`src/rtl/tmr_pkg.sv`:
```
// Shared types for the gated capture timer: power modes, clock and subclock
// selects, and the rule that says when counting and capture may proceed.
package tmr_pkg;

    typedef enum logic [2:0] {
        PM_RESET  = 3'd0,
        PM_ACTIVE = 3'd1,
        PM_SLEEP  = 3'd2,
        PM_WATCH  = 3'd3,
        PM_SUBACT = 3'd4,
        PM_SUBSLP = 3'd5,
        PM_STBY   = 3'd6,
        PM_MSTBY  = 3'd7
    } pmode_e;

    typedef enum logic [1:0] {
        CS_SYS64 = 2'd0,
        CS_SYS32 = 2'd1,
        CS_SYS2  = 2'd2,
        CS_WDIV4 = 2'd3
    } csel_e;

    typedef enum logic [1:0] {
        SC_W8   = 2'd0,
        SC_W4   = 2'd1,
        SC_W2   = 2'd2,
        SC_RSVD = 2'd3
    } subsel_e;

    // Decide whether the current mode/select combination lets the timer run.
    function automatic logic run_allowed(pmode_e m, csel_e c, subsel_e s);
        case (m)
            PM_ACTIVE, PM_SLEEP: return 1'b1;
            PM_WATCH:            return (c == CS_WDIV4);
            PM_SUBACT, PM_SUBSLP: return (c == CS_WDIV4) && (s == SC_W2);
            default:             return 1'b0;
        endcase
    endfunction

    // Low-power modes where the system domain is assumed to run from the
    // watch source, so the watch synchronizer is bypassed.
    function automatic logic is_low_power(pmode_e m);
        return (m == PM_WATCH) || (m == PM_SUBACT) || (m == PM_SUBSLP);
    endfunction

endpackage

```
`src/rtl/tmr_clk_sel.sv`:
```
// Count-clock selection. A free-running prescaler supplies three system
// taps; the watch level is synchronized (or taken after one flop in low
// power modes) and divided by 4. The selected level is compared with its
// value one cycle earlier; a high-to-low change gives a one-cycle tick.
// Assumes wclk is much slower than clk. Because the previous level is held
// across a select change, switching from a high source to a low one ticks.
module tmr_clk_sel
    import tmr_pkg::*;
#(
    parameter int PRESC_W     = 6,
    parameter int SYNC_STAGES = 2
) (
    input  logic  clk,
    input  logic  rst_n,
    input  logic  clr,
    input  logic  lowpow,
    input  csel_e csel,
    input  logic  wclk,
    output logic  tick
);
    localparam int TAP_SLOW = PRESC_W - 1;
    localparam int TAP_MID  = PRESC_W - 2;
    localparam int TAP_FAST = 0;
    localparam int WDIV_W   = 2;

    logic [PRESC_W-1:0]     presc;
    logic [SYNC_STAGES-1:0] wsync;
    logic                   w_lvl;
    logic                   w_prev;
    logic [WDIV_W-1:0]      wdiv;
    logic                   sel_lvl;
    logic                   lvl_prev;

    // Free-running system prescaler, cleared by reset mode.
    always_ff @(posedge clk) begin
        if (!rst_n || clr) presc <= '0;
        else               presc <= presc + 1'b1;
    end

    // Shift the watch level through the synchronizer chain.
    always_ff @(posedge clk) begin
        if (!rst_n) wsync <= '0;
        else        wsync <= {wsync[SYNC_STAGES-2:0], wclk};
    end

    // Pick the full synchronizer output in fast modes, the first flop otherwise.
    always_comb w_lvl = lowpow ? wsync[0] : wsync[SYNC_STAGES-1];

    // Divide the watch level by 4 by counting its rising changes.
    always_ff @(posedge clk) begin
        if (!rst_n || clr) begin
            w_prev <= 1'b0;
            wdiv   <= '0;
        end else begin
            w_prev <= w_lvl;
            if (w_lvl && !w_prev) wdiv <= wdiv + 1'b1;
        end
    end

    // Multiplex the selected clock level.
    always_comb begin
        case (csel)
            CS_SYS64: sel_lvl = presc[TAP_SLOW];
            CS_SYS32: sel_lvl = presc[TAP_MID];
            CS_SYS2:  sel_lvl = presc[TAP_FAST];
            default:  sel_lvl = wdiv[WDIV_W-1];
        endcase
    end

    // Remember last cycle's selected level for falling-edge detection.
    always_ff @(posedge clk) begin
        if (!rst_n || clr) lvl_prev <= 1'b0;
        else               lvl_prev <= sel_lvl;
    end

    always_comb tick = lvl_prev && !sel_lvl;

    // a tick is always a single-cycle event.
    a_r1_tick_single: assert property (@(posedge clk) disable iff (!rst_n)
        (tick && !clr) |=> !tick);

endmodule

```
`src/rtl/tmr_counter.sv`:
```
// Up-counter with wrap strobe. Steps on inc, clears on clr, otherwise holds.
// The overflow strobe is registered together with the wrap to zero.
module tmr_counter #(
    parameter int CNT_W = 8
) (
    input  logic             clk,
    input  logic             rst_n,
    input  logic             clr,
    input  logic             inc,
    output logic [CNT_W-1:0] cnt,
    output logic             ovf
);
    localparam logic [CNT_W-1:0] CNT_MAX = '1;

    // Count, clear or hold, and flag the wrap.
    always_ff @(posedge clk) begin
        if (!rst_n || clr) begin
            cnt <= '0;
            ovf <= 1'b0;
        end else begin
            ovf <= inc && (cnt == CNT_MAX);
            if (inc) cnt <= cnt + 1'b1;
        end
    end

    // each enabled tick advances the count by exactly one.
    a_r1_step: assert property (@(posedge clk) disable iff (!rst_n)
        (!clr && inc) |=> (cnt == CNT_W'($past(cnt) + 1'b1)));
    // without a tick the count holds.
    a_r6_hold: assert property (@(posedge clk) disable iff (!rst_n)
        (!clr && !inc) |=> $stable(cnt));
    // reset mode leaves zero count and no strobe.
    a_r7_clear: assert property (@(posedge clk) disable iff (!rst_n)
        clr |=> (cnt == '0) && !ovf);
    // the strobe only accompanies a zero count.
    a_r11_ovf_zero: assert property (@(posedge clk) disable iff (!rst_n)
        ovf |-> (cnt == '0));

endmodule

```
`src/rtl/tmr_capture.sv`:
```
// Capture path: two-stage synchronizer, 3-sample majority filter stepped
// on each enabled count tick, and edge capture of the count into the
// falling-edge and rising-edge registers. The captured value is the count
// before the increment of the same tick. Holds everything when not ticking.
module tmr_capture #(
    parameter int CNT_W       = 8,
    parameter int SYNC_STAGES = 2
) (
    input  logic             clk,
    input  logic             rst_n,
    input  logic             clr,
    input  logic             tick_en,
    input  logic             cap_in,
    input  logic [CNT_W-1:0] cnt,
    output logic [CNT_W-1:0] cap_fall,
    output logic [CNT_W-1:0] cap_rise
);
    localparam int FILT_N = 3;

    logic [SYNC_STAGES-1:0] csync;
    logic [FILT_N-1:0]      samp;
    logic [FILT_N-1:0]      samp_nx;
    logic                   maj_nx;
    logic                   filt_q;

    // Bring the capture input into the system domain.
    always_ff @(posedge clk) begin
        if (!rst_n) csync <= '0;
        else        csync <= {csync[SYNC_STAGES-2:0], cap_in};
    end

    // Next sample window and its majority vote.
    always_comb begin
        samp_nx = {samp[FILT_N-2:0], csync[SYNC_STAGES-1]};
        maj_nx  = (samp_nx[0] & samp_nx[1]) | (samp_nx[0] & samp_nx[2]) |
                  (samp_nx[1] & samp_nx[2]);
    end

    // Step the filter on a tick and capture on a filtered level change.
    always_ff @(posedge clk) begin
        if (!rst_n || clr) begin
            samp     <= '0;
            filt_q   <= 1'b0;
            cap_fall <= '0;
            cap_rise <= '0;
        end else if (tick_en) begin
            samp   <= samp_nx;
            filt_q <= maj_nx;
            if (filt_q && !maj_nx) cap_fall <= cnt;
            if (!filt_q && maj_nx) cap_rise <= cnt;
        end
    end

    // with no enabled tick both capture registers hold.
    a_r10_cap_hold: assert property (@(posedge clk) disable iff (!rst_n)
        (!clr && !tick_en) |=> $stable(cap_fall) && $stable(cap_rise));
    // the filtered level never flips while the filter is idle.
    a_r8_filt_idle: assert property (@(posedge clk) disable iff (!rst_n)
        (!clr && !tick_en) |=> $stable(filt_q));
    // reset mode zeroes both capture registers.
    a_r7_cap_clear: assert property (@(posedge clk) disable iff (!rst_n)
        clr |=> (cap_fall == '0) && (cap_rise == '0));

endmodule

```
`src/rtl/gated_capture_timer.sv`:
```
// Top level of the mode-gated capture timer. Decodes the power mode and
// selects into a clear and a run permission, and wires the clock selector,
// counter and capture path together. Assumes wclk and cap_in are
// asynchronous levels; all state is in the clk domain.
module gated_capture_timer
    import tmr_pkg::*;
#(
    parameter int CNT_W       = 8,
    parameter int PRESC_W     = 6,
    parameter int SYNC_STAGES = 2
) (
    input  logic             clk,
    input  logic             rst_n,
    input  logic             wclk,
    input  logic [2:0]       mode,
    input  logic [1:0]       clk_sel,
    input  logic [1:0]       sub_sel,
    input  logic             cap_in,
    output logic [CNT_W-1:0] count,
    output logic [CNT_W-1:0] cap_fall,
    output logic [CNT_W-1:0] cap_rise,
    output logic             ovf
);
    pmode_e  pm;
    csel_e   cs;
    subsel_e ss;
    logic    clr;
    logic    run;
    logic    lowpow;
    logic    tick;
    logic    tick_en;

    // Decode mode and selects into control terms.
    always_comb begin
        pm      = pmode_e'(mode);
        cs      = csel_e'(clk_sel);
        ss      = subsel_e'(sub_sel);
        clr     = (pm == PM_RESET);
        run     = run_allowed(pm, cs, ss);
        lowpow  = is_low_power(pm);
        tick_en = tick && run;
    end

    tmr_clk_sel #(
        .PRESC_W     (PRESC_W),
        .SYNC_STAGES (SYNC_STAGES)
    ) clk_sel_i (
        .clk    (clk),
        .rst_n  (rst_n),
        .clr    (clr),
        .lowpow (lowpow),
        .csel   (cs),
        .wclk   (wclk),
        .tick   (tick)
    );

    tmr_counter #(
        .CNT_W (CNT_W)
    ) counter_i (
        .clk   (clk),
        .rst_n (rst_n),
        .clr   (clr),
        .inc   (tick_en),
        .cnt   (count),
        .ovf   (ovf)
    );

    tmr_capture #(
        .CNT_W       (CNT_W),
        .SYNC_STAGES (SYNC_STAGES)
    ) capture_i (
        .clk      (clk),
        .rst_n    (rst_n),
        .clr      (clr),
        .tick_en  (tick_en),
        .cap_in   (cap_in),
        .cnt      (count),
        .cap_fall (cap_fall),
        .cap_rise (cap_rise)
    );

    // standby modes freeze the count.
    a_r6_standby: assert property (@(posedge clk) disable iff (!rst_n)
        ((mode == 3'd6) || (mode == 3'd7)) |=> $stable(count));
    // subactive with a wrong subclock freezes the count.
    a_r5_subclk: assert property (@(posedge clk) disable iff (!rst_n)
        (((mode == 3'd4) || (mode == 3'd5)) && (sub_sel != 2'd2)) |=> $stable(count));
    // watch mode with a system tap freezes the count.
    a_r4_watch_sel: assert property (@(posedge clk) disable iff (!rst_n)
        ((mode == 3'd3) && (clk_sel != 2'd3)) |=> $stable(count));

endmodule

```
`config.mk`:
```
export PLATFORM = sky130hd
export DESIGN_NAME = gated_capture_timer
export DESIGN_NICKNAME = d
export VERILOG_FILES = /design/src/rtl/tmr_pkg.sv /design/src/rtl/tmr_clk_sel.sv /design/src/rtl/tmr_counter.sv /design/src/rtl/tmr_capture.sv /design/src/rtl/gated_capture_timer.sv
export SDC_FILE = /design/constraint.sdc
export NUM_CORES = 1
export LEC_CHECK = 0
export ABC_AREA = 0
export BUFFER_PORTS_ARGS = -buffer_cell sky130_fd_sc_hd__buf_2
export CORE_MARGIN = 3
export CORE_UTILIZATION = 57
export DETAILED_ROUTE_END_ITERATION = 6
export HOLD_SLACK_MARGIN = 0.03
export PLACE_DENSITY = 0.93
export REMOVE_ABC_BUFFERS = 1
export SETUP_SLACK_MARGIN = 0.3
export SLEW_MARGIN = 10
export SYNTH_ARGS = -nofsm -noshare
export SYNTH_HDL_FRONTEND = slang
export SYNTH_HIERARCHICAL = 1
export SYNTH_SLANG_ARGS = --single-unit
```
`constraint.sdc`:
```
create_clock -name clk -period 3.6 [get_ports clk]
set_input_delay 0.36 -clock clk [delete_from_list [all_inputs] [get_ports clk]]
set_output_delay 0.36 -clock clk [all_outputs]
set_load 0.02 [all_outputs]
```
* Word-level counts from Yosys, hierarchy flattened
Index checks and enable logic that the tools add are counted.
Operators by class: reduce and logical (&&, ||, !) cells 21, equal/unequal tests 10, $add $sub $neg 3, muxes and demuxes 3, bitwise gates (word level) 5
Operators by type and width (number):
- 8-bit by 1-bit adder with 8-bit output (second input constant) | 1
- 8-bit == test (second input constant) | 1
- 1-bit logical AND | 7
- 6-bit by 1-bit adder with 6-bit output (second input constant) | 1
- 2-bit == test (second input constant) | 3
- 3-bit by 2-bit == test with 1-bit output (second input constant) | 2
- 3-bit == test (second input constant) | 2
- 1-bit case mux with 3 select lines | 2
- 1-bit logical NOT | 5
- 2-bit AND reduction | 2
- 2-bit OR reduction | 2
- 1-bit bitwise AND | 3
- 3-bit by 1-bit == test with 1-bit output (second input constant) | 1
- 3-bit logical NOT | 1
- 1-bit logical OR | 3
- 2-bit by 1-bit adder with 2-bit output (second input constant) | 1
- 2-bit by 1-bit == test with 1-bit output (second input constant) | 1
- 2-bit logical NOT | 1
- 1-bit OR | 2
- 1-bit two-way mux | 1
Storage, ports and cells: logic and storage cells 54, output and inout port bits 25, bits in registers 42

* Logic depth before layout (Yosys ltp)
Gate-level depths: netlist of run 1.
depth in word-level cells 6, gate-level depth with buffers 10, depth with buffers taken out 7

* Modules after synthesis
The synthesis of run 1 kept the hierarchy.
Modules (own cells, without submodules):
- tmr_capture | seq. area each 420.4 sq um, cells an instance 98, times used 1, area an instance 865.8 sq um
- tmr_clk_sel | seq. area each 240.2 sq um, cells an instance 44, times used 1, area an instance 459.2 sq um
- tmr_counter | seq. area each 180.2 sq um, cells an instance 42, times used 1, area an instance 380.4 sq um
- gated_capture_timer | seq. area each 0.0 sq um, cells an instance 9, times used 1, area an instance 58.8 sq um

* Worst setup path before layout of run 1
No wires, ideal clock.
path type in2reg, start input clk_sel[0], end register capture_i.cap_rise[0], required time 3.468 ns, setup slack 1.288 ns, stages on the path 10, arrival 2.179 ns, cell sequence mux4_2 nor2b_1 o211ai_1 o21ai_0 clkbuf_2 nor2b_1 clkbuf_1 buf_2 a21bo_2 a21oi_1
On the way: longest elaborated chain between the ends 6, elaborated cells on any way between the ends 11, classes of those cells eq/ne: 3; mux: 2; reduce/logical: 6
Ends and longest elaborated chain:
- start, declared | line gated_capture_timer.sv:16 | input logic [1:0] clk_sel,
- 2-bit == test, or another cell as far along | line tmr_clk_sel.sv:62 | case (csel)
- 1-bit case mux with 3 select lines * | line tmr_clk_sel.sv:62
- 1-bit logical NOT * | line tmr_clk_sel.sv:76 | always_comb tick = lvl_prev && !sel_lvl;
- 1-bit logical AND * | line tmr_clk_sel.sv:76
- named net tick | line gated_capture_timer.sv:30 | logic tick;
- 1-bit logical AND * | line gated_capture_timer.sv:41 | tick_en = tick && run;
- named net tick_en | line gated_capture_timer.sv:31 | logic tick_en;
- 2-bit AND reduction (no line) *
- end signal, assigned | line tmr_capture.sv:50 | if (!filt_q && maj_nx) cap_rise <= cnt;
- end, declared | line tmr_capture.sv:16 | output logic [CNT_W-1:0] cap_rise
The timed path passes the listed nets; every way through them passes the cells marked *. A chain may end at the register's enable or synchronous reset.

* Worst setup path in the final report of run 1
start register clk_sel_i.presc[0], end register capture_i.cap_fall[0]
On the way: longest elaborated chain between the ends 5
Ends and longest elaborated chain:
- start, declared | line tmr_clk_sel.sv:26 | logic [PRESC_W-1:0] presc;
- start signal, assigned | line tmr_clk_sel.sv:37 | else presc <= presc + 1'b1;
- 1-bit case mux with 3 select lines | line tmr_clk_sel.sv:62
- 1-bit logical NOT | line tmr_clk_sel.sv:76
- 1-bit logical AND | line tmr_clk_sel.sv:76
- named net tick | line gated_capture_timer.sv:30
- 1-bit logical AND | line gated_capture_timer.sv:41
- named net tick_en | line gated_capture_timer.sv:31
- 2-bit AND reduction (no line)
- end signal, assigned | line tmr_capture.sv:49 | if (filt_q && !maj_nx) cap_fall <= cnt;
- end, declared | line tmr_capture.sv:15 | output logic [CNT_W-1:0] cap_fall,
The timed path passes the listed nets, and every way through them passes these cells.

==> flow_summary.ini, run 1 <==
[worst_setup_path]
start_kind = flip-flop
cp.arrival_ns = 2.69
slowest_delay_ns = 0.48
cp.buffers_inverters = 1
slowest_stage = mux4_2
crit_required_ns = 3.87
critPathTopFamily = simple AND/OR/NAND/NOR gates
worstPathCellList = mux4_2 > nor2b_1 > o211ai_1 > o21ai_0 > buf_4 > nand2_1 > or3_1 > a21oi_1
path_class = flip-flop to flip-flop
endpoint_kind = flip-flop
path_max_fanout = 16

[place]
io_buffers = 35
place_congestion = 0.818
placed_cells = 249
hpwl_mm = 2.37

[clock_network]
hold_buffers = 0
cts_tree = built
cts_resized = 0
h-tree-depth = 2
root_buffer = clkbuf_4
cts_sinks = 42
cts_buffer_depth = 2
cts_setup_buffers = 0
clkTransAtPathRegs_ns = 0.11
cts_made_buffers = 5
clk_latency_ns = 0.35

[synth]
synth_simple_gate_area_share_pct = 20.9
ys_top_cells_by_count = dfxtp_1, a21oi_1, o21ai_0
ys_types = 30
synth_compound_area_share_pct = 15.6
synth-main-ff-cell = dfxtp_1
syn_area_per_cell_um2 = 9.14
synthTopCellsByArea = dfxtp_1, a21oi_1, or3_1, a21bo_2, o21ai_0
synth_most_common_cell = dfxtp_1
ys_async_sr_fraction_pct = 0
synth_top_family_by_area = simple AND/OR/NAND/NOR gates
yosysTopAreaCell = dfxtp_1
synth_top_cell_area_share_pct = 47.7
syn_area_um2 = 1760
synth-edff-count = 0
synthAdderAreaFrac_pct = 2.06
yosys_warnings = 6
synth-seq-cells = 42
synth_mux_area_share_pct = 4.68
synth_xor_area_share_pct = 3.48
yosysSeqAreaShare_pct = 47.7
synthCells = 193

[sta]
min_period_ns = 2.43
timing_hold_violations_final = 0
fmax_mhz = 412
worst_hold_slack_ns = 0.209
drv_slew = 0
rsz0062_at_grt = false
fin_tns_setup_ns = 0
fin_crit_sh_pct = 67.4
relSlewSlack_pct = 51.0
fin_skew_ns = 0.00478
worstMarginPinSlew_ns = 0.735
finalSetupViolations = 0

[finish]
drive_above_1_share_pct = 25.2
multi_input_area_um2 = 823
final_cells = 257
fillers = 228
finalNetCount = 238
final_core_util_pct = 69.6
syn_to_final_growth_pct = 12.6
register_area_um2 = 841
diodes = 0

[pwr]
leakage_nw = 0.805
p_total_mw = 0.745
p_per_area_nw_per_um2 = 375
peakVddDrop_v = 0.000274

[floorplanning]
floorplan.rows = 19
start_util_pct = 61.8
ioPinCount = 36
die-area_um2 = 3800
die_h_um = 61.6
die_w_um = 61.6
core_region_area_um2 = 2850

[global_routing]
grt_pass1_vias = 1231
grtUsageTotal_pct = 19.6
antenna_found_initial = 0
grt_pass1_wl_mm = 5.51
grt_max_degree = 34
grt_overflow = 0

[run_status]
status = completed

[detailed_routing]
vias_per_cell = 5.50
drtAntennaViolNets = 0
avgRoutedWirePerCell_um = 13.1
drcViolationCount = 0
routed_wl_mm = 3.37
dr_total_vias = 1413
drt_iter0_markers = 109
drt_first_pass_iters = 4

[run]
maxCapViolCount = 0

[min_path]
hold_path_class = input port to flip-flop
## logic make-up after synthesis
group / Yosys count
AO/OA/AOI/OAI: 46
XOR/XNOR: 7
adder cells (fa/ha/maj): 3
buffers and inverters: 21
flip-flops: 42
multiplexers: 7
AND/OR/NAND/NOR: 67
## through the flow
stage	area [um2]	worst slack, ns
6_report	1990	1.17
5_1_grt	1990	1.02
4_1_cts	1990	1.19
3_5_place_dp	1930	1.07
3_3_place_gp	1930	1.17
2_1_floorplan	1700	0.520
## layout make-up
cell class                      instances  area share [%]
Clock buffer                            7            2.77
Clock inverter                          1           0.252
Inverter                                9            1.70
Multi-Input combinational cell        130            41.4
Sequential cell                        42            42.3
Tap cell                               31            1.95
Timing Repair Buffer                   37            9.57
## placed cells by master, fill, tap and decap left out, types with 2 or more instances in the layout
cell type | Yosys | final
dfxtp_1 | 42 | 42
buf_2 | 1 | 35
a21oi_1 | 22 | 22
o21ai_0 | 14 | 14
nor2_1 | 13 | 13
or3_1 | 13 | 13
nand3_1 | 12 | 12
inv_1 | 9 | 9
a21bo_2 | 8 | 8
nand2_1 | 7 | 7
mux2i_1 | 6 | 6
and2_1 | 6 | 6
xor2_1 | 5 | 5
clkbuf_4 | 0 | 5
nand2b_1 | 4 | 4
nand4_1 | 3 | 3
nor2b_1 | 3 | 3
o211ai_1 | 2 | 2
nor3_1 | 2 | 2
buf_4 | 1 | 2
xnor2_1 | 2 | 2
ha_1 | 2 | 2
## where the power goes
part	switching, mW	leakage (nW)	internal, mW	total, mW
logic	0.0196	0.430	0.0142	0.0338
clock network	0.142	0.0353	0.0947	0.236
registers	0.00391	0.340	0.471	0.475
total	0.165	0.805	0.580	0.745
## worst paths after layout
kind / cells after the start / slack (ns) / startpoint / to
max reg2reg: 8 / 1.17 / clk_sel_i/presc[0]$_SDFF_PP0_ / capture_i/cap_fall[0]$_SDFFE_PP0P_
max: 8 / 1.17 / clk_sel_i/presc[0]$_SDFF_PP0_ / capture_i/cap_fall[0]$_SDFFE_PP0P_
min: 2 / 0.21 / wclk / clk_sel_i/wsync[0]$_SDFF_PN0_
min reg2reg: 1 / 0.45 / capture_i/csync[0]$_SDFF_PN0_ / capture_i/csync[1]$_SDFF_PN0_
## flip-flops by register name (all words and copies together), names as in the netlist
signal              flops
counter_i/ovf           1
capture_i/cap_rise      8
capture_i/samp          2
clk_sel_i/lvl_prev      1
capture_i/csync         2
counter_i/cnt           8
clk_sel_i/wsync         2
clk_sel_i/w_prev        1
clk_sel_i/wdiv          2
capture_i/filt_q        1
capture_i/cap_fall      8
clk_sel_i/presc         6
## per-layer routing
layer	share of wire, %	up-vias	GRT usage, %
li1	-	731	-
met1	46	649	25.2
met2	48	27	31.2
met3	4.0	6	5.87
met4	1.1	0	6.67
met5	0	-	0
Power figures use the tool's default switching activity.
==> run 2: changes to the inputs <==
--- a/config.mk
+++ b/config.mk
@@ -5,13 +5,13 @@
 export SDC_FILE = /design/constraint.sdc
 export NUM_CORES = 1
 export LEC_CHECK = 0
-export ABC_AREA = 0
+export ABC_AREA = 1
 export BUFFER_PORTS_ARGS = -buffer_cell sky130_fd_sc_hd__buf_2
 export CORE_MARGIN = 3
-export CORE_UTILIZATION = 57
+export CORE_UTILIZATION = 54
 export DETAILED_ROUTE_END_ITERATION = 6
 export HOLD_SLACK_MARGIN = 0.03
-export PLACE_DENSITY = 0.93
+export PLACE_DENSITY = 0.89
 export REMOVE_ABC_BUFFERS = 1
 export SETUP_SLACK_MARGIN = 0.3
 export SLEW_MARGIN = 10
==> constraint.sdc (replaced) <==
create_clock -name clk -period 2.4 [get_ports clk]
set_input_delay 0.24 -clock clk [delete_from_list [all_inputs] [get_ports clk]]
set_output_delay 0.24 -clock clk [all_outputs]
set_load 0.02 [all_outputs]
==> flow_summary.ini, run 2 <==
[pwr]
pwr-share-comb_pct = 6.7
share_seq_of_total_power_pct = 57.6
pwr-share-clk_pct = 35.7
internal-power_mw = 0.960
peakVddDrop_v = 0.000291
leakage_nw = 1.05
p_per_area_nw_per_um2 = 560
p_sw_share_pct = 23.1
p_switching_mw = 0.288

[detailed_routing]
vias_per_cell = 4.76
wl_met3_um = 136
met1_length_mm = 1.64
drt_first_pass_iters = 4
routed_wl_mm = 3.66
top_layer = met4
drtAntennaViolNets = 0
drcViolationCount = 0
wl_met2_mm = 1.79
avgRoutedWirePerCell_um = 10.1
drt_iter0_markers = 70
dr_total_vias = 1720

[worst_setup_path]
slowest_delay_ns = 0.38
crit_required_ns = 2.66
worstRegToRegCells = 10
start_kind = flip-flop
worstPathCellList = nand2_1 > nand3_1 > a21boi_1 > nand2_1 > clkinvlp_4 > nand2_1 > nor2_4 > nand2_1 > nand2_1 > nor2_1
endpoint = capture_i/cap_fall[3]$_SDFFE_PP0P_
cp.buffers_inverters = 1
path_max_fanout = 23
r2r_setup_slack_ns = 0.52
crit_start = clk_sel_i/presc[0]$_SDFF_PP0_
rr_startpoint = clk_sel_i/presc[0]$_SDFF_PP0_
r2r_end = capture_i/cap_fall[3]$_SDFFE_PP0P_
slowest_stage = dfxtp_1
cp.arrival_ns = 2.15
critPathTopFamily = simple AND/OR/NAND/NOR gates
endpoint_kind = flip-flop
worst-path-stages = 10
path_class = flip-flop to flip-flop
path_common_cell = nand2_1

[sta]
relSlewSlack_pct = 53.6
fin_skew_ns = 0.0150
min_period_ns = 1.88
finalSetupViolations = 0
fmax_mhz = 531
worst_hold_slack_ns = 0.0576
worstMarginPinSlew_ns = 0.695
drv_slew = 0
rsz0062_at_grt = false
fin_crit_sh_pct = 78.5
fin_tns_setup_ns = 0
timing_hold_violations_final = 0

[clock_network]
h-tree-depth = 2
cts_sinks = 42
cts_setup_buffers = 0
root_buffer = clkbuf_4
clk_latency_ns = 0.35
cts_tree = built
cts_made_buffers = 5
cts_buffer_depth = 2
clkTransAtPathRegs_ns = 0.13

[place]
postPlaceCellArea_um2 = 2140
place_congestion = 0.833
hpwl_mm = 2.75
io_buffers = 35

[finish]
drive_above_1_share_pct = 21.3
design_area_um2 = 2230
syn_to_final_growth_pct = 15.1
final_cell_mix = nand2_1, inv_1, dfxtp_1
fillers = 276
finalNetCount = 327
diodes = 0
final_common_cell = nand2_1
largest_registers = capture_i/cap_fall x8, capture_i/cap_rise x8, counter_i/cnt x8

[floorplanning]
core_region_area_um2 = 3390
die_h_um = 65.9
die-area_um2 = 4340
floorplan.rows = 21
die_w_um = 65.9
ioPinCount = 36
start_util_pct = 57.1

[run_status]
status = completed

[global_routing]
antenna_found_initial = 0
grt_pass1_wl_mm = 6.25
grt_overflow = 0
grtUsageTotal_pct = 18.2
grt_max_degree = 24
grt_pass1_vias = 1517

[min_path]
hold_path_class = input port to flip-flop

[synth]
synth-edff-count = 0
yosysSeqAreaShare_pct = 43.4
ys_async_sr_fraction_pct = 0
syn_area_um2 = 1940
yosysTopAreaCell = dfxtp_1
yosys_warnings = 6
ys_top_cells_by_count = nand2_1, inv_1, dfxtp_1
syn_area_per_cell_um2 = 7.04
synthTopCellsByArea = dfxtp_1, nand2_1, inv_1, nor2_1, nand4_1
ys_types = 29
synth_most_common_cell = nand2_1
synth_top_cell_area_share_pct = 43.4
synth-seq-cells = 42
synthCells = 275
synth-main-ff-cell = dfxtp_1

[run]
maxCapViolCount = 0
## run 2: cell count changes after synthesis, moves of 5 or more
cell | before | now
a21oi_1 | 22 | 11
or3_1 | 13 | 0
clkbuf_1 | 7 | 0
nor2_2 | 0 | 8
nand4_1 | 3 | 10
nand2_1 | 7 | 69
nor2_1 | 13 | 39
nand3_1 | 12 | 7
o21ai_0 | 14 | 4
mux2i_1 | 6 | 0
inv_1 | 9 | 53
and2_1 | 6 | 0
a21bo_2 | 8 | 0
## run 2: routing by layer
| layer | global-route usage, % | vias up |
|---|---|---|
| met4 | 6.99 | 0 |
| met1 | 22.8 | 760 |
| met5 | 0 | - |
| met2 | 30.0 | 39 |
| met3 | 4.59 | 9 |
| li1 | - | 912 |
## run 2: power by group through the flow
stage | combinational [mW] | sequential [mW] | clock [mW]
after floorplan | 0.0597 | 0.733 | 0
after global placement | 0.0807 | 0.733 | 0
after detailed placement | 0.0839 | 0.734 | 0
after CTS | 0.0845 | 0.718 | 0.457
after global routing | 0.0973 | 0.720 | 0.485
final | 0.0842 | 0.718 | 0.445
## run 2: kinds of logic (layout without fill, tap and decap cells)
group / Yosys count / in the layout / share of synthesized area, %
adders and majority gates: 2 / 2 / 1.29
and+or+nand+nor: 150 / 150 / 36.3
xor gates and xnor gates: 3 / 3 / 1.36
AOI/OAI and AO/OA: 19 / 19 / 5.56
buffers and inverters: 59 / 99 / 12.1
DFF: 42 / 42 / 43.4
## run 2: worst min-delay path by stage
stage,cells after the start,startpoint,slack (ns),end
2_1_floorplan,2,rst_n,0.33,capture_i/csync[0]$_SDFF_PN0_
3_3_place_gp,2,capture_i/csync[0]$_SDFF_PN0_,0.40,capture_i/csync[1]$_SDFF_PN0_
3_5_place_dp,2,capture_i/csync[0]$_SDFF_PN0_,0.41,capture_i/csync[1]$_SDFF_PN0_
4_1_cts,3,cap_in,0.04,capture_i/csync[0]$_SDFF_PN0_
5_1_grt,3,cap_in,0.06,capture_i/csync[0]$_SDFF_PN0_
6_report,3,cap_in,0.06,capture_i/csync[0]$_SDFF_PN0_
## run 2: final cells by class
class / count / area, um2 / share of cell area [%]
tap: 46 / 57.6 / 2.58
clock inverter: 2 / 37.5 / 1.69
inverter: 56 / 214 / 9.61
multi-input combinational: 174 / 861 / 38.7
clock buffer: 6 / 41.3 / 1.85
sequential: 42 / 841 / 37.8
timing repair buffer: 35 / 175 / 7.87
## run 2: through the flow
step	power, mW	std cells	util (%)	setup slack [ns]
finish	1.25	361	65.7	0.516
floorplan	0.792	272	-	0.685
global route	1.30	361	65.7	0.323
detailed placement	0.818	353	63.3	0.305
global placement	0.814	353	63.3	0.467
CTS	1.26	361	65.7	0.495
## run 2: worst reg2reg max path, stage by stage (launching register included)
cell        delay, ns
dfxtp_1          0.38
nand2_1          0.09
nand3_1          0.10
a21boi_1         0.19
nand2_1          0.11
clkinvlp_4       0.28
nand2_1          0.15
nor2_4           0.29
nand2_1          0.10
nand2_1          0.07
nor2_1           0.04
## run 2: timing repair
item / in CTS / in global routing
pin swaps: 0 / 1
setup endpoints to repair: 2 / 2
resized for setup: 1 / 0
hold buffers: 0 / 0
==> run 3: changes to the inputs <==
--- a/config.mk
+++ b/config.mk
@@ -5,13 +5,13 @@
 export SDC_FILE = /design/constraint.sdc
 export NUM_CORES = 1
 export LEC_CHECK = 0
-export ABC_AREA = 1
+export ABC_AREA = 0
 export BUFFER_PORTS_ARGS = -buffer_cell sky130_fd_sc_hd__buf_2
 export CORE_MARGIN = 3
-export CORE_UTILIZATION = 54
+export CORE_UTILIZATION = 48
 export DETAILED_ROUTE_END_ITERATION = 6
 export HOLD_SLACK_MARGIN = 0.03
-export PLACE_DENSITY = 0.89
+export PLACE_DENSITY = 0.85
 export REMOVE_ABC_BUFFERS = 1
 export SETUP_SLACK_MARGIN = 0.3
 export SLEW_MARGIN = 10
==> constraint.sdc (replaced) <==
create_clock -name clk -period 1.6 [get_ports clk]
set_input_delay 0.16 -clock clk [delete_from_list [all_inputs] [get_ports clk]]
set_output_delay 0.16 -clock clk [all_outputs]
set_load 0.02 [all_outputs]
==> flow_summary.ini, run 3 (synthesis gave the netlist of run 1 again) <==
[sta]
drv_slew = 0
fin_tns_setup_ns = -8.96
fmax_mhz = 504
worst_hold_slack_ns = 0.0669
rsz0062_at_grt = true
min_period_ns = 1.99
relSlewSlack_pct = 64.3
fin_skew_ns = 0.0137
worstMarginPinSlew_ns = 0.535
timing_hold_violations_final = 0
finalSetupViolations = 28
fin_crit_sh_pct = 124
setup_ws_ns = -0.385

[finish]
final_common_cell = dfxtp_1
largest_registers = capture_i/cap_fall x8, capture_i/cap_rise x8, counter_i/cnt x8
fillers = 267
final_cells = 291
final_cell_mix = dfxtp_1, buf_2, a21oi_1
finalNetCount = 257
design_area_um2 = 2300
drive_above_1_share_pct = 35.9
register_area_um2 = 843
multi_input_area_um2 = 882
syn_to_final_growth_pct = 30.5
final_core_util_pct = 66.9
diodes = 0

[worst_setup_path]
start_kind = flip-flop
crit_required_ns = 1.84
endpoint_kind = flip-flop
slowest_stage = mux4_2
worstPathCellList = mux4_2 > nor2b_2 > o211ai_1 > o21ai_1 > buf_4 > nand2_4 > or3_4 > a21oi_2
path_max_fanout = 15
path_class = flip-flop to flip-flop
slowest_delay_ns = 0.48
cp.arrival_ns = 2.23

[place]
postPlaceCellArea_um2 = 2090
place_congestion = 0.777
io_buffers = 35
placed_cells = 283
dpl_worst_slack_ns = -0.590
hpwl_mm = 2.74

[clock_network]
h-tree-depth = 2
cts_sinks = 42
clkTransAtPathRegs_ns = 0.09
root_buffer = clkbuf_8
cts_buffer_depth = 2
hold_buffers = 0
cts_tree = built
clk_latency_ns = 0.30
cts_made_buffers = 5

[global_routing]
grt_pass1_wl_mm = 6.49
grtUsageTotal_pct = 19.5
grt_overflow = 0
antenna_found_initial = 0
grt_max_degree = 34
grt_pass1_vias = 1471

[run_status]
violations = setup timing
status = finished, violations left

[floorplanning]
core_region_area_um2 = 3440
die-area_um2 = 4440
die_h_um = 66.6
ioPinCount = 36
die_w_um = 66.6
start_util_pct = 51.3
floorplan.rows = 21

[detailed_routing]
met1_length_mm = 1.60
drtAntennaViolNets = 0
drt_iter0_markers = 72
drt_first_pass_iters = 4
routed_wl_mm = 3.90
vias_per_cell = 5.21
avgRoutedWirePerCell_um = 13.4
drcViolationCount = 0
top_layer = met4
wl_met2_mm = 2.03
dr_total_vias = 1517
wl_met3_um = 173

[pwr]
p_per_area_nw_per_um2 = 938
peakVddDrop_v = 0.000754
p_total_mw = 2.16
leakage_nw = 0.981

[min_path]
hold_path_class = input port to flip-flop

[run]
maxCapViolCount = 0
## run 3: where the power goes
part / switching (mW) / internal [mW]
Combinational: 0.0524 / 0.0474
Clock: 0.369 / 0.625
Sequential: 0.00721 / 1.06
## run 3: worst paths after layout
check	to	depth (start not counted)	slack [ns]	startpoint
max	capture_i/cap_fall[4]$_SDFFE_PP0P_	8	-0.39	clk_sel_i/wdiv[1]$_SDFFE_PP0P_
min	clk_sel_i/wsync[0]$_SDFF_PN0_	2	0.07	wclk
max reg2reg	capture_i/cap_fall[4]$_SDFFE_PP0P_	8	-0.39	clk_sel_i/wdiv[1]$_SDFFE_PP0P_
min reg2reg	capture_i/csync[1]$_SDFF_PN0_	1	0.44	capture_i/csync[0]$_SDFF_PN0_
## run 3: cell type report
type | count | area share [%]
clock buffers | 5 | 2.99
clock inverters | 3 | 2.99
inverters | 9 | 1.47
multi-input cells | 130 | 38.3
flip-flops and latches | 42 | 36.6
well taps | 46 | 2.50
repair buffers | 56 | 15.1
## run 3: critical path: cells and delay by family, from the launching register on
kind | cells | cell delay (ns)
AO/OA/AOI/OAI | 3 | 0.34
buffers and inverters | 1 | 0.18
flip-flops | 1 | 0.33
multiplexers | 1 | 0.48
AND/OR/NAND/NOR | 3 | 0.59
## run 3: layer usage
metal / vias to the layer above / global-route usage [%]
met2: 38 / 34.0
met1: 701 / 21.9
met4: 0 / 9.90
li1: 768 / -
met5: - / 0
met3: 10 / 4.55
## run 3: what timing repair did
| action | CTS | global route |
|---|---|---|
| pin swaps | 4 | 0 |
| setup endpoints to repair | 28 | 29 |
| gates resized for setup | 17 | 4 |
| setup buffers | 0 | 0 |
